`config.mk`:
```
export PLATFORM = sky130hd
export DESIGN_NAME = stop_wait_ctrl
export DESIGN_NICKNAME = d
export VERILOG_FILES = /design/src/rtl/stw_pkg.sv /design/src/rtl/stw_mode_reg.sv /design/src/rtl/stw_len_sel.sv /design/src/rtl/stw_wait_ctr.sv /design/src/rtl/stop_wait_ctrl.sv
export SDC_FILE = /design/constraint.sdc
export NUM_CORES = 1
export LEC_CHECK = 0
export ABC_AREA = 1
export CAP_MARGIN = 25
export CELL_PAD_IN_SITES_DETAIL_PLACEMENT = 1
export CELL_PAD_IN_SITES_GLOBAL_PLACEMENT = 1
export CORE_UTILIZATION = 45
export DETAILED_ROUTE_END_ITERATION = 10
export DONT_BUFFER_PORTS = 1
export HOLD_SLACK_MARGIN = 0.05
export PLACE_DENSITY_LB_ADDON = 0.12
export SLEW_MARGIN = 10
export SYNTH_ARGS = -nofsm -noshare
export SYNTH_HDL_FRONTEND = slang
export SYNTH_SLANG_ARGS = --single-unit
```
`constraint.sdc`:
```
create_clock -name clk -period 2.9 [get_ports clk]
set_input_delay 0.29 -clock clk [delete_from_list [all_inputs] [get_ports clk]]
set_output_delay 0.29 -clock clk [all_outputs]
set_load 0.02 [all_outputs]
```
`src/rtl/stw_pkg.sv`:
```
// Shared types and constants for the stop-mode wake controller.
// Assumes the mode code is three bits wide; unlisted codes map to the longest wait.
package stw_pkg;

    typedef enum logic [1:0] {
        PH_RUN  = 2'b00,
        PH_STOP = 2'b01,
        PH_WAIT = 2'b10
    } phase_e;

    localparam int MODE_W    = 3;
    localparam int EXP_LONG  = 20;
    localparam int EXP_MID   = 17;
    localparam int EXP_SHORT = 15;
    localparam int EXP_MIN   = 13;
    localparam int EXP_RESET = 15;
    localparam int EXP_W     = $clog2(EXP_LONG + 1);

    // Map a mode code to the unscaled power-of-two exponent of its wait.
    function automatic int unsigned code_to_exp(input logic [MODE_W-1:0] code);
        case (code)
            3'b011:  return EXP_MID;
            3'b101:  return EXP_SHORT;
            3'b111:  return EXP_MIN;
            default: return EXP_LONG;
        endcase
    endfunction

endpackage

```
`src/rtl/stw_mode_reg.sv`:
```
// Holds the software-written wait-select code.
// Assumes writes are single-cycle pulses; reset returns the code to zero.
module stw_mode_reg
    import stw_pkg::*;
(
    input  logic              clk,
    input  logic              rst_n,
    input  logic              wr_en,
    input  logic [MODE_W-1:0] wr_data,
    output logic [MODE_W-1:0] mode_o
);

    logic [MODE_W-1:0] mode_q;

    // Capture a new code on write, clear it on reset.
    always_ff @(posedge clk) begin
        if (!rst_n) begin
            mode_q <= '0;
        end else if (wr_en) begin
            mode_q <= wr_data;
        end
    end

    assign mode_o = mode_q;

endmodule

```
`src/rtl/stw_len_sel.sv`:
```
// Latches the wait exponent when a wake starts and supplies the counter's
// terminal value (length minus one). Reset loads the fixed reset exponent.
// Assumes SCALE_SHIFT does not exceed the smallest exponent.
module stw_len_sel
    import stw_pkg::*;
#(
    parameter int SCALE_SHIFT = 0,
    parameter int CNT_W       = EXP_LONG - SCALE_SHIFT + 1
) (
    input  logic              clk,
    input  logic              rst_n,
    input  logic              load,
    input  logic [MODE_W-1:0] mode_i,
    output logic [CNT_W-1:0]  term_m1
);

    localparam logic [EXP_W-1:0] RST_EXP = EXP_W'(EXP_RESET - SCALE_SHIFT);
    localparam logic [CNT_W-1:0] ONE     = {{(CNT_W-1){1'b0}}, 1'b1};

    logic [EXP_W-1:0] exp_q;

    // Freeze the exponent at the wake edge; reset selects the fixed one.
    always_ff @(posedge clk) begin
        if (!rst_n) begin
            exp_q <= RST_EXP;
        end else if (load) begin
            exp_q <= EXP_W'(code_to_exp(mode_i) - SCALE_SHIFT);
        end
    end

    assign term_m1 = (ONE << exp_q) - ONE;

endmodule

```
`src/rtl/stw_wait_ctr.sv`:
```
// Up-counter that measures the settling interval.
// Assumes clr and en are never useful together; clr has priority.
module stw_wait_ctr #(
    parameter int CNT_W = 21
) (
    input  logic             clk,
    input  logic             rst_n,
    input  logic             clr,
    input  logic             en,
    input  logic [CNT_W-1:0] term_m1,
    output logic             hit
);

    localparam logic [CNT_W-1:0] ONE = {{(CNT_W-1){1'b0}}, 1'b1};

    logic [CNT_W-1:0] cnt_q;

    // Clear on reset or wake, otherwise advance while enabled.
    always_ff @(posedge clk) begin
        if (!rst_n) begin
            cnt_q <= '0;
        end else if (clr) begin
            cnt_q <= '0;
        end else if (en) begin
            cnt_q <= cnt_q + ONE;
        end
    end

    assign hit = (cnt_q == term_m1);

endmodule

```
`src/rtl/stop_wait_ctrl.sv`:
```
// Stop-mode wake controller top. It halts the core on a stop strobe, wakes on
// an interrupt, and stalls the core for a settling interval after a wake or a
// reset. Assumes all inputs are synchronous to clk.
module stop_wait_ctrl
    import stw_pkg::*;
#(
    parameter int SCALE_SHIFT = 0
) (
    input  logic       clk,
    input  logic       rst_n,
    input  logic       stop_req,
    input  logic       irq_req,
    input  logic       mode_we,
    input  logic [2:0] mode_wdata,
    output logic       cpu_run,
    output logic [1:0] phase
);

    localparam int CNT_W = EXP_LONG - SCALE_SHIFT + 1;

    phase_e            phase_q;
    phase_e            phase_d;
    logic [MODE_W-1:0] mode_q;
    logic [CNT_W-1:0]  term_m1;
    logic              hit;
    logic              wake;
    logic              cnt_en;

    stw_mode_reg u_mode (
        .clk     (clk),
        .rst_n   (rst_n),
        .wr_en   (mode_we),
        .wr_data (mode_wdata),
        .mode_o  (mode_q)
    );

    stw_len_sel #(
        .SCALE_SHIFT (SCALE_SHIFT),
        .CNT_W       (CNT_W)
    ) u_len (
        .clk     (clk),
        .rst_n   (rst_n),
        .load    (wake),
        .mode_i  (mode_q),
        .term_m1 (term_m1)
    );

    stw_wait_ctr #(
        .CNT_W (CNT_W)
    ) u_ctr (
        .clk     (clk),
        .rst_n   (rst_n),
        .clr     (wake),
        .en      (cnt_en),
        .term_m1 (term_m1),
        .hit     (hit)
    );

    assign wake   = (phase_q == PH_STOP) && irq_req;
    assign cnt_en = (phase_q == PH_WAIT) && !hit;

    // Choose the next phase from the current one and the strobes.
    always_comb begin
        phase_d = phase_q;
        case (phase_q)
            PH_RUN:  if (stop_req) phase_d = PH_STOP;
            PH_STOP: if (irq_req)  phase_d = PH_WAIT;
            PH_WAIT: if (hit)      phase_d = PH_RUN;
            default: phase_d = PH_WAIT;
        endcase
    end

    // Phase register; reset begins the fixed settling interval.
    always_ff @(posedge clk) begin
        if (!rst_n) begin
            phase_q <= PH_WAIT;
        end else begin
            phase_q <= phase_d;
        end
    end

    assign cpu_run = (phase_q == PH_RUN);
    assign phase   = phase_q;

endmodule

```
==> qor.yml, run 1 <==
floorplanning:
  chipHeight_um: 79.36
  ios: 11
  coreArea_mm2: 0.005642
  start_util_pct: 47.73
  die_x_um: 79.36
  dieArea_mm2: 0.006297
  rows: 27
global_route:
  busiest_layer: "met2"
  grt_max_degree: 23
  grt_pass1_wl_mm: 14.33
  use_met2_pct: 48.53
  grtUsageTotal_pct: 29.72
  grt-ovfl-total: 0
  gr-usage-met1_pct: 40.24
  antenna_found_initial: 0
  met3_usage_pct: 4.713
  grt_pass1_vias: 2947
yosys:
  synth_fp_nets: 467
  synth_cells: 457
  synth_compound_area_share_pct: 8.597
  ys.warnings.count: 0
  syn_avg_cell_area_um2: 5.892
  synth_top_family_by_area: "simple AND/OR/NAND/NOR gates"
  syn_area_mm2: 0.002693
  ys_seq_area_share_pct: 23.05
  yosys.area_share.adder_pct: 0.9294
  synthSimpleGateAreaFrac_pct: 46.24
  ys_ff_latch: 31
  synth_mux_area_share_pct: 0
  synth_xor_xnor_area_share_pct: 9.108
  synth_cell_types: 31
clock_network:
  clock_path_buffers: 2
  clk_latency_ns: 0.29
  path_clk_slew_ns: 0.07
  numCtsBuffers: 5
  htreeDepth: 2
  hold_buffers: 0
  cts_tree: "built"
  cts_resized: 0
  post_cts_buffers: 0
  clock_sinks: 31
  clockRootBuffer: "clkbuf_8"
route:
  ant_nets: 0
  dr.pass1.iters: 4
  routed_wirelength_mm: 8.458
  remaining_drc_errors: 0
  dr_total_vias: 2919
  avgViaCountPerCell: 5.487
  avgRoutedWirePerCell_um: 15.90
  drt_iter0_drc: 183
critical_path:
  worstPathRequired_ns: 3.12
  critPathKind: "flop to flop"
  crit_family: "simple AND/OR/NAND/NOR gates"
  max_stage_delay_ns: 0.45
  reg2reg_to: "u_ctr.cnt_q[3]"
  reg2regPathDepth: 15
  crit_path_start_kind: "flop"
  arrival_ns: 2.80
  timing.critical_path.mode_cell: "nand2_1"
  cp_cell_sequence: "buf_4 > nor2_1 > nand2_1 > ha_1 > nand2_2 > nor2_2 > inv_1 > nand2_1 > nand3_1 > nor2_1 > nand3_1 > o21ai_2 > buf_4 > nand2_1 > a21oi_1"
  endpoint_kind: "flop"
  crit_path_end: "u_ctr.cnt_q[3]"
  cp_slowest_cell: "dfxtp_1"
  path_depth: 15
  cp-startpoint: "u_len.exp_q[2]"
  worst-path-max-fanout: 22
  r2r-start: "u_len.exp_q[2]"
  r2r_slack_ns: 0.33
  path_buf_inv: 3
cells_and_area:
  drive_gt1_share_pct: 7.826
  layout_commonest_cell: "nand2_1"
  n_antenna_cell: 0
  fin_area_mm2: 0.002855
  syn_to_final_growth_pct: 6.041
  regArea_um2: 621.8
  multi_input_area_mm2: 0.001747
  fill_cells: 825
  final_cell_mix: "nand2_1, nand3_1, nor2_1, inv_1, dfxtp_1"
  layout.nets: 469
sta:
  tightest_slew_ns: 0.5385
  fmax_ghz: 0.3888
  fin_skew_ns: 0.01177
  fin_tns_setup_ns: 0
  hold_viol_final: 0
  timing.slew.headroom_pct: 63.82
  rsz0062_at_grt: "no"
  fin_crit_ns: 2.572
  holdWs_ns: 0.08819
  period_share_pct: 88.70
  finalSetupViolCount: 0
  drv_slew: 0
job:
  drv_cap: 0
power:
  ir_drop_mv: 0.2352
  p_leak_nw: 1.257
  power_density_mw_per_mm2: 302.4
placed_design:
  gp_congestion: 0.8820
  hpwl_mm: 6.565
  placedInstanceArea_mm2: 0.002750
  io_buffers: 0
min_path:
  hp-class: "input pin to flop"
status:
  status: "finished clean"
[stage by stage]
step	utilization [%]	setup WS [ns]	power, W	cells
after floorplan	-	0.6674	0.0004703	457
after CTS	50.59	0.3014	0.0008700	532
after detailed placement	48.75	0.3248	0.0004796	524
final	50.61	0.3277	0.0008633	532
after global routing	50.61	0.01695	0.0008889	532
after global placement	48.75	0.4411	0.0004782	524
[worst register-to-register path, stage by stage (launching register included)]
cell     delay (ns)
dfxtp_1        0.45
buf_4          0.22
nor2_1         0.08
nand2_1        0.07
ha_1           0.26
nand2_2        0.14
nor2_2         0.19
inv_1          0.06
nand2_1        0.06
nand3_1        0.11
nor2_1         0.14
nand3_1        0.10
o21ai_2        0.12
buf_4          0.27
nand2_1        0.09
a21oi_1        0.14
[cell usage after synthesis]
| cell type | n | area, um^2 |
|---|---|---|
| nor4_1 | 4 | 25.02 |
| o21ai_1 | 1 | 5.000 |
| nand4_2 | 1 | 12.51 |
| buf_6 | 6 | 67.56 |
| buf_2 | 5 | 25.02 |
| nor2_8 | 1 | 20.02 |
| ha_1 | 2 | 25.02 |
| nor2_2 | 4 | 25.02 |
| a21oi_1 | 26 | 130.1 |
| nand2_2 | 2 | 12.51 |
| a31oi_1 | 3 | 18.77 |
| dfxtp_1 | 31 | 620.6 |
| nand3_1 | 67 | 335.3 |
| o21ai_0 | 10 | 50.05 |
| a41o_1 | 1 | 10.01 |
| buf_4 | 1 | 7.510 |
| o21ai_2 | 1 | 8.760 |
| inv_2 | 4 | 15.01 |
| nor3b_1 | 1 | 7.510 |
| inv_1 | 52 | 195.2 |
| nor2_4 | 2 | 22.52 |
| o311ai_0 | 1 | 8.760 |
| nand2_1 | 127 | 476.7 |
| buf_1 | 2 | 7.510 |
| xor2_1 | 23 | 201.4 |
| xnor2_1 | 5 | 43.79 |
| nor2_1 | 55 | 206.5 |
| clkbuf_1 | 2 | 7.510 |
| nand4_1 | 9 | 56.30 |
| nor3_1 | 7 | 35.03 |
| nand3_2 | 1 | 10.01 |
[layer usage]
layer,share of wire (%),wire length [um]
met5,0,0
met1,47,4004
met3,3.5,300
met2,47,4014
met4,1.7,140
[sequential cells by signal (all words and copies together) (netlist names)]
name	count
phase	2
u_ctr.cnt_q	21
u_len.exp_q	5
u_mode.mode_o	3
[worst min-delay path by stage]
stage,start,end,slack [ns],cells past startpoint
after floorplan,rst_n,phase[1],0.37,1
after global placement,rst_n,phase[1],0.38,1
after detailed placement,rst_n,phase[1],0.38,1
after CTS,rst_n,phase[1],0.08,1
after global routing,rst_n,phase[1],0.09,1
final,rst_n,phase[1],0.09,1
[power by group]
group / internal [W] / switching (W) / leakage, nW
combinational: 0.0000111 / 0.0000176 / 0.956
clock: 0.000216 / 0.000178 / 0.0505
sequential: 0.000432 / 0.00000887 / 0.251
total: 0.000659 / 0.000204 / 1.26
[cell families after synthesis]
group	Yosys count
compound gates	43
simple gates	281
flops	31
xor+xnor	28
buf+inv	72
fa+ha+maj	2
[layout make-up]
cell class                 count  share of cell area (%)
clock buffer                   7                   3.374
clock inverter                 1                  0.2629
inverter                      56                   7.362
multi-input combinational    354                   61.17
sequential                    31                   21.78
tap                           72                   3.155
timing repair buffer          11                   2.892
Power figures use the tool's default switching activity.
==> inputs of run 2 (changes only) <==
GPL_TIMING_DRIVEN = 0   (was unset)
==> run 2 against run 1 <==
Effect of this change: design area rose by 2.1%; combinational power is 6% higher; register-to-register slack worse by 0.097 ns; via count is 1.3% higher; power up 3.8%; largest power group unchanged; critical path type unchanged; die area did not move; clock power rose by 7.9%; hold slack got worse by 0.0053 ns; sequential cell count did not move; worst setup slack lost 0.097 ns.
==> qor.yml, run 2 (synthesized netlist as in run 1, its figures left out) <==
clock_network:
  clk_latency_ns: 0.29  # about the same
  clock_path_buffers: 2  # unchanged
  hold_buffers: 0  # unchanged
  cts_tree: "built"
  clock_sinks: 31  # unchanged
  clockRootBuffer: "clkbuf_8"
  numCtsBuffers: 5  # unchanged
  htreeDepth: 2  # unchanged
  path_clk_slew_ns: 0.07  # about the same
critical_path:
  reg2regPathDepth: 15  # unchanged
  worstPathRequired_ns: 3.12  # about the same
  worst-path-max-fanout: 10  # -55%
  crit_path_start_kind: "flop"
  arrival_ns: 2.88  # +0.08 ns
  critPathKind: "flop to flop"
  endpoint_kind: "flop"
  r2r_slack_ns: 0.23  # -0.10 ns
  cp_cell_sequence: "inv_2 > buf_2 > nand3_1 > ha_2 > nand2_2 > nor2_2 > inv_1 > nand2_1 > nand3_1 > nor2_1 > nand3_1 > o21ai_4 > buf_6 > nand2_1 > a21oi_1"
  max_stage_delay_ns: 0.40  # -0.05 ns
  timing.critical_path.mode_cell: "nand3_1"
  cp_slowest_cell: "dfxtp_2"
cells_and_area:
  syn_to_final_growth_pct: 8.272
  layout_commonest_cell: "nand2_1"
  final_cell_mix: "nand2_1, nand3_1, nor2_1, inv_1, dfxtp_1"
  layout.nets: 476  # +1.5%
  n_antenna_cell: 0  # unchanged
  largest_reg_flops: 21  # unchanged
  top_register: "u_ctr.cnt_q"
  drive_gt1_share_pct: 8.584  # +0.76 points
sta:
  drv_slew: 0  # unchanged
  finalSetupViolCount: 0  # unchanged
  fin_skew_ns: 0.004470  # -0.007296 ns
  tightest_slew_ns: 0.6267  # +0.08819 ns
  fin_crit_ns: 2.669  # +0.09697 ns
  fin_tns_setup_ns: 0  # unchanged
  fmax_ghz: 0.3746  # -3.6%
  rsz0062_at_grt: "no"
  hold_viol_final: 0  # unchanged
  timing.slew.headroom_pct: 57.90  # -5.9 points
  period_share_pct: 92.04  # +3.3 points
global_route:
  grt_pass1_vias: 3012  # +2.2%
  grtUsageTotal_pct: 29.67  # -0.050 points
  antenna_found_initial: 0  # unchanged
  grt_pass1_wl_mm: 14.30  # -0.20%
  grt-ovfl-total: 0  # unchanged
  grt_max_degree: 11  # -52%
route:
  wl_met3_um: 295  # -1.7%
  avgViaCountPerCell: 5.496  # +0.17%
  routed_wirelength_mm: 8.735  # +3.3%
  drt_iter0_drc: 133  # -27%
  wirelength_met1_mm: 4.063  # +1.5%
  avgRoutedWirePerCell_um: 16.24  # +2.1%
  highest_layer: "met4"
  ant_nets: 0  # unchanged
  wl_met2_mm: 4.293  # +7.0%
  remaining_drc_errors: 0  # unchanged
  dr.pass1.iters: 4  # unchanged
  dr_total_vias: 2957  # +1.3%
placed_design:
  gp_congestion: 0.8908  # +1.0%
  hpwl_mm: 6.742  # +2.7%
  io_buffers: 0  # unchanged
floorplanning:
  coreArea_mm2: 0.005642  # unchanged
  dieArea_mm2: 0.006297  # unchanged
  rows: 27  # unchanged
  ios: 11  # unchanged
  die_x_um: 79.36  # unchanged
  chipHeight_um: 79.36  # unchanged
  start_util_pct: 47.73  # unchanged
power:
  p_sw_w: 0.0002011  # -1.4%
  total_power_w: 0.0008959  # +3.8%
  power_density_mw_per_mm2: 307.3  # +1.6%
  comb_power_share_pct: 3.4  # about the same
  p_int_w: 0.0006947  # +5.4%
  ir_drop_mv: 0.1702  # -28%
  clkPwrFrac_pct: 47.5  # +1.9 points
  seq_power_share_pct: 49.2  # -1.9 points
  swShare_pct: 22.45  # -1.2 points
  p_leak_nw: 1.282  # +2.0%
job:
  drv_cap: 0  # unchanged
min_path:
  min_path_cells: 1  # unchanged
  hp-class: "input pin to flop"
status:
  status: "finished clean"
run 2: changes by cell type in the layout (fill, tap and decap cells not counted), sizes merged:
cell	change
clkinvlp	-1
buf	+5
clkbuf	+1
bufinv	+1
run 2: worst max-delay path: cells and delay by family, from the launching register on:
| family | cells | cell delay (ns) |
|---|---|---|
| adders and majority gates | 1 | 0.26 |
| and+or+nand+nor | 8 | 1.05 |
| DFF | 1 | 0.40 |
| buffers and inverters | 4 | 0.54 |
| AOI/OAI and AO/OA | 2 | 0.33 |
run 2: repair_timing:
| item | in CTS | in global routing |
|---|---|---|
| buffers inserted | 0 | 2 |
| resized for setup | 0 | 5 |
| endpoints found under the setup margin | 0 | 21 |
| endpoints found under the hold margin | 0 | 0 |
run 2: final timing paths:
kind / startpoint / endpoint
setup / recovery: u_len.exp_q[2] / u_ctr.cnt_q[2]
hold / removal: rst_n / phase[1]
setup reg to reg: u_len.exp_q[2] / u_ctr.cnt_q[2]
hold reg to reg: u_ctr.cnt_q[7] / u_ctr.cnt_q[7]
run 2: metrics by stage:
stage	utilization [%]	setup WS [ns]	instances	hold slack (ns)	cell area, um^2
after detailed placement	49.32	0.1349	529	0.3791	2783
after CTS	51.14	0.05805	536	0.08382	2885
after global routing	51.67	0.00009814	538	0.09404	2915
after global placement	49.32	0.2134	529	0.3782	2783
after floorplan	-	0.6674	457	0.3741	2693
final	51.67	0.2307	538	0.08285	2915
run 2: cell type report:
class	count	area, um^2
tap	72	90.09
clock buffer	6	72.57
buffer	16	115.1
timing repair buffer	2	15.01
inverter	56	210.2
sequential	31	623.1
fill	828	2726
multi-input combinational	354	1759
clock inverter	1	30.03
run 2: layer usage:
metal  up-vias  track usage [%]
met3         8            3.908
li1       1485                -
met4         0            8.182
met2        54            52.84
met1      1410            37.05
met5         -                0
run 2: power groups by stage:
| stage | registers [W] | logic [W] | clock network, W |
|---|---|---|---|
| after detailed placement | 0.000450 | 0.0000299 | 0 |
| after CTS | 0.000440 | 0.0000300 | 0.000427 |
| final | 0.000440 | 0.0000303 | 0.000425 |
| after global placement | 0.000450 | 0.0000277 | 0 |
| after floorplan | 0.000448 | 0.0000227 | 0 |
| after global routing | 0.000441 | 0.0000346 | 0.000441 |
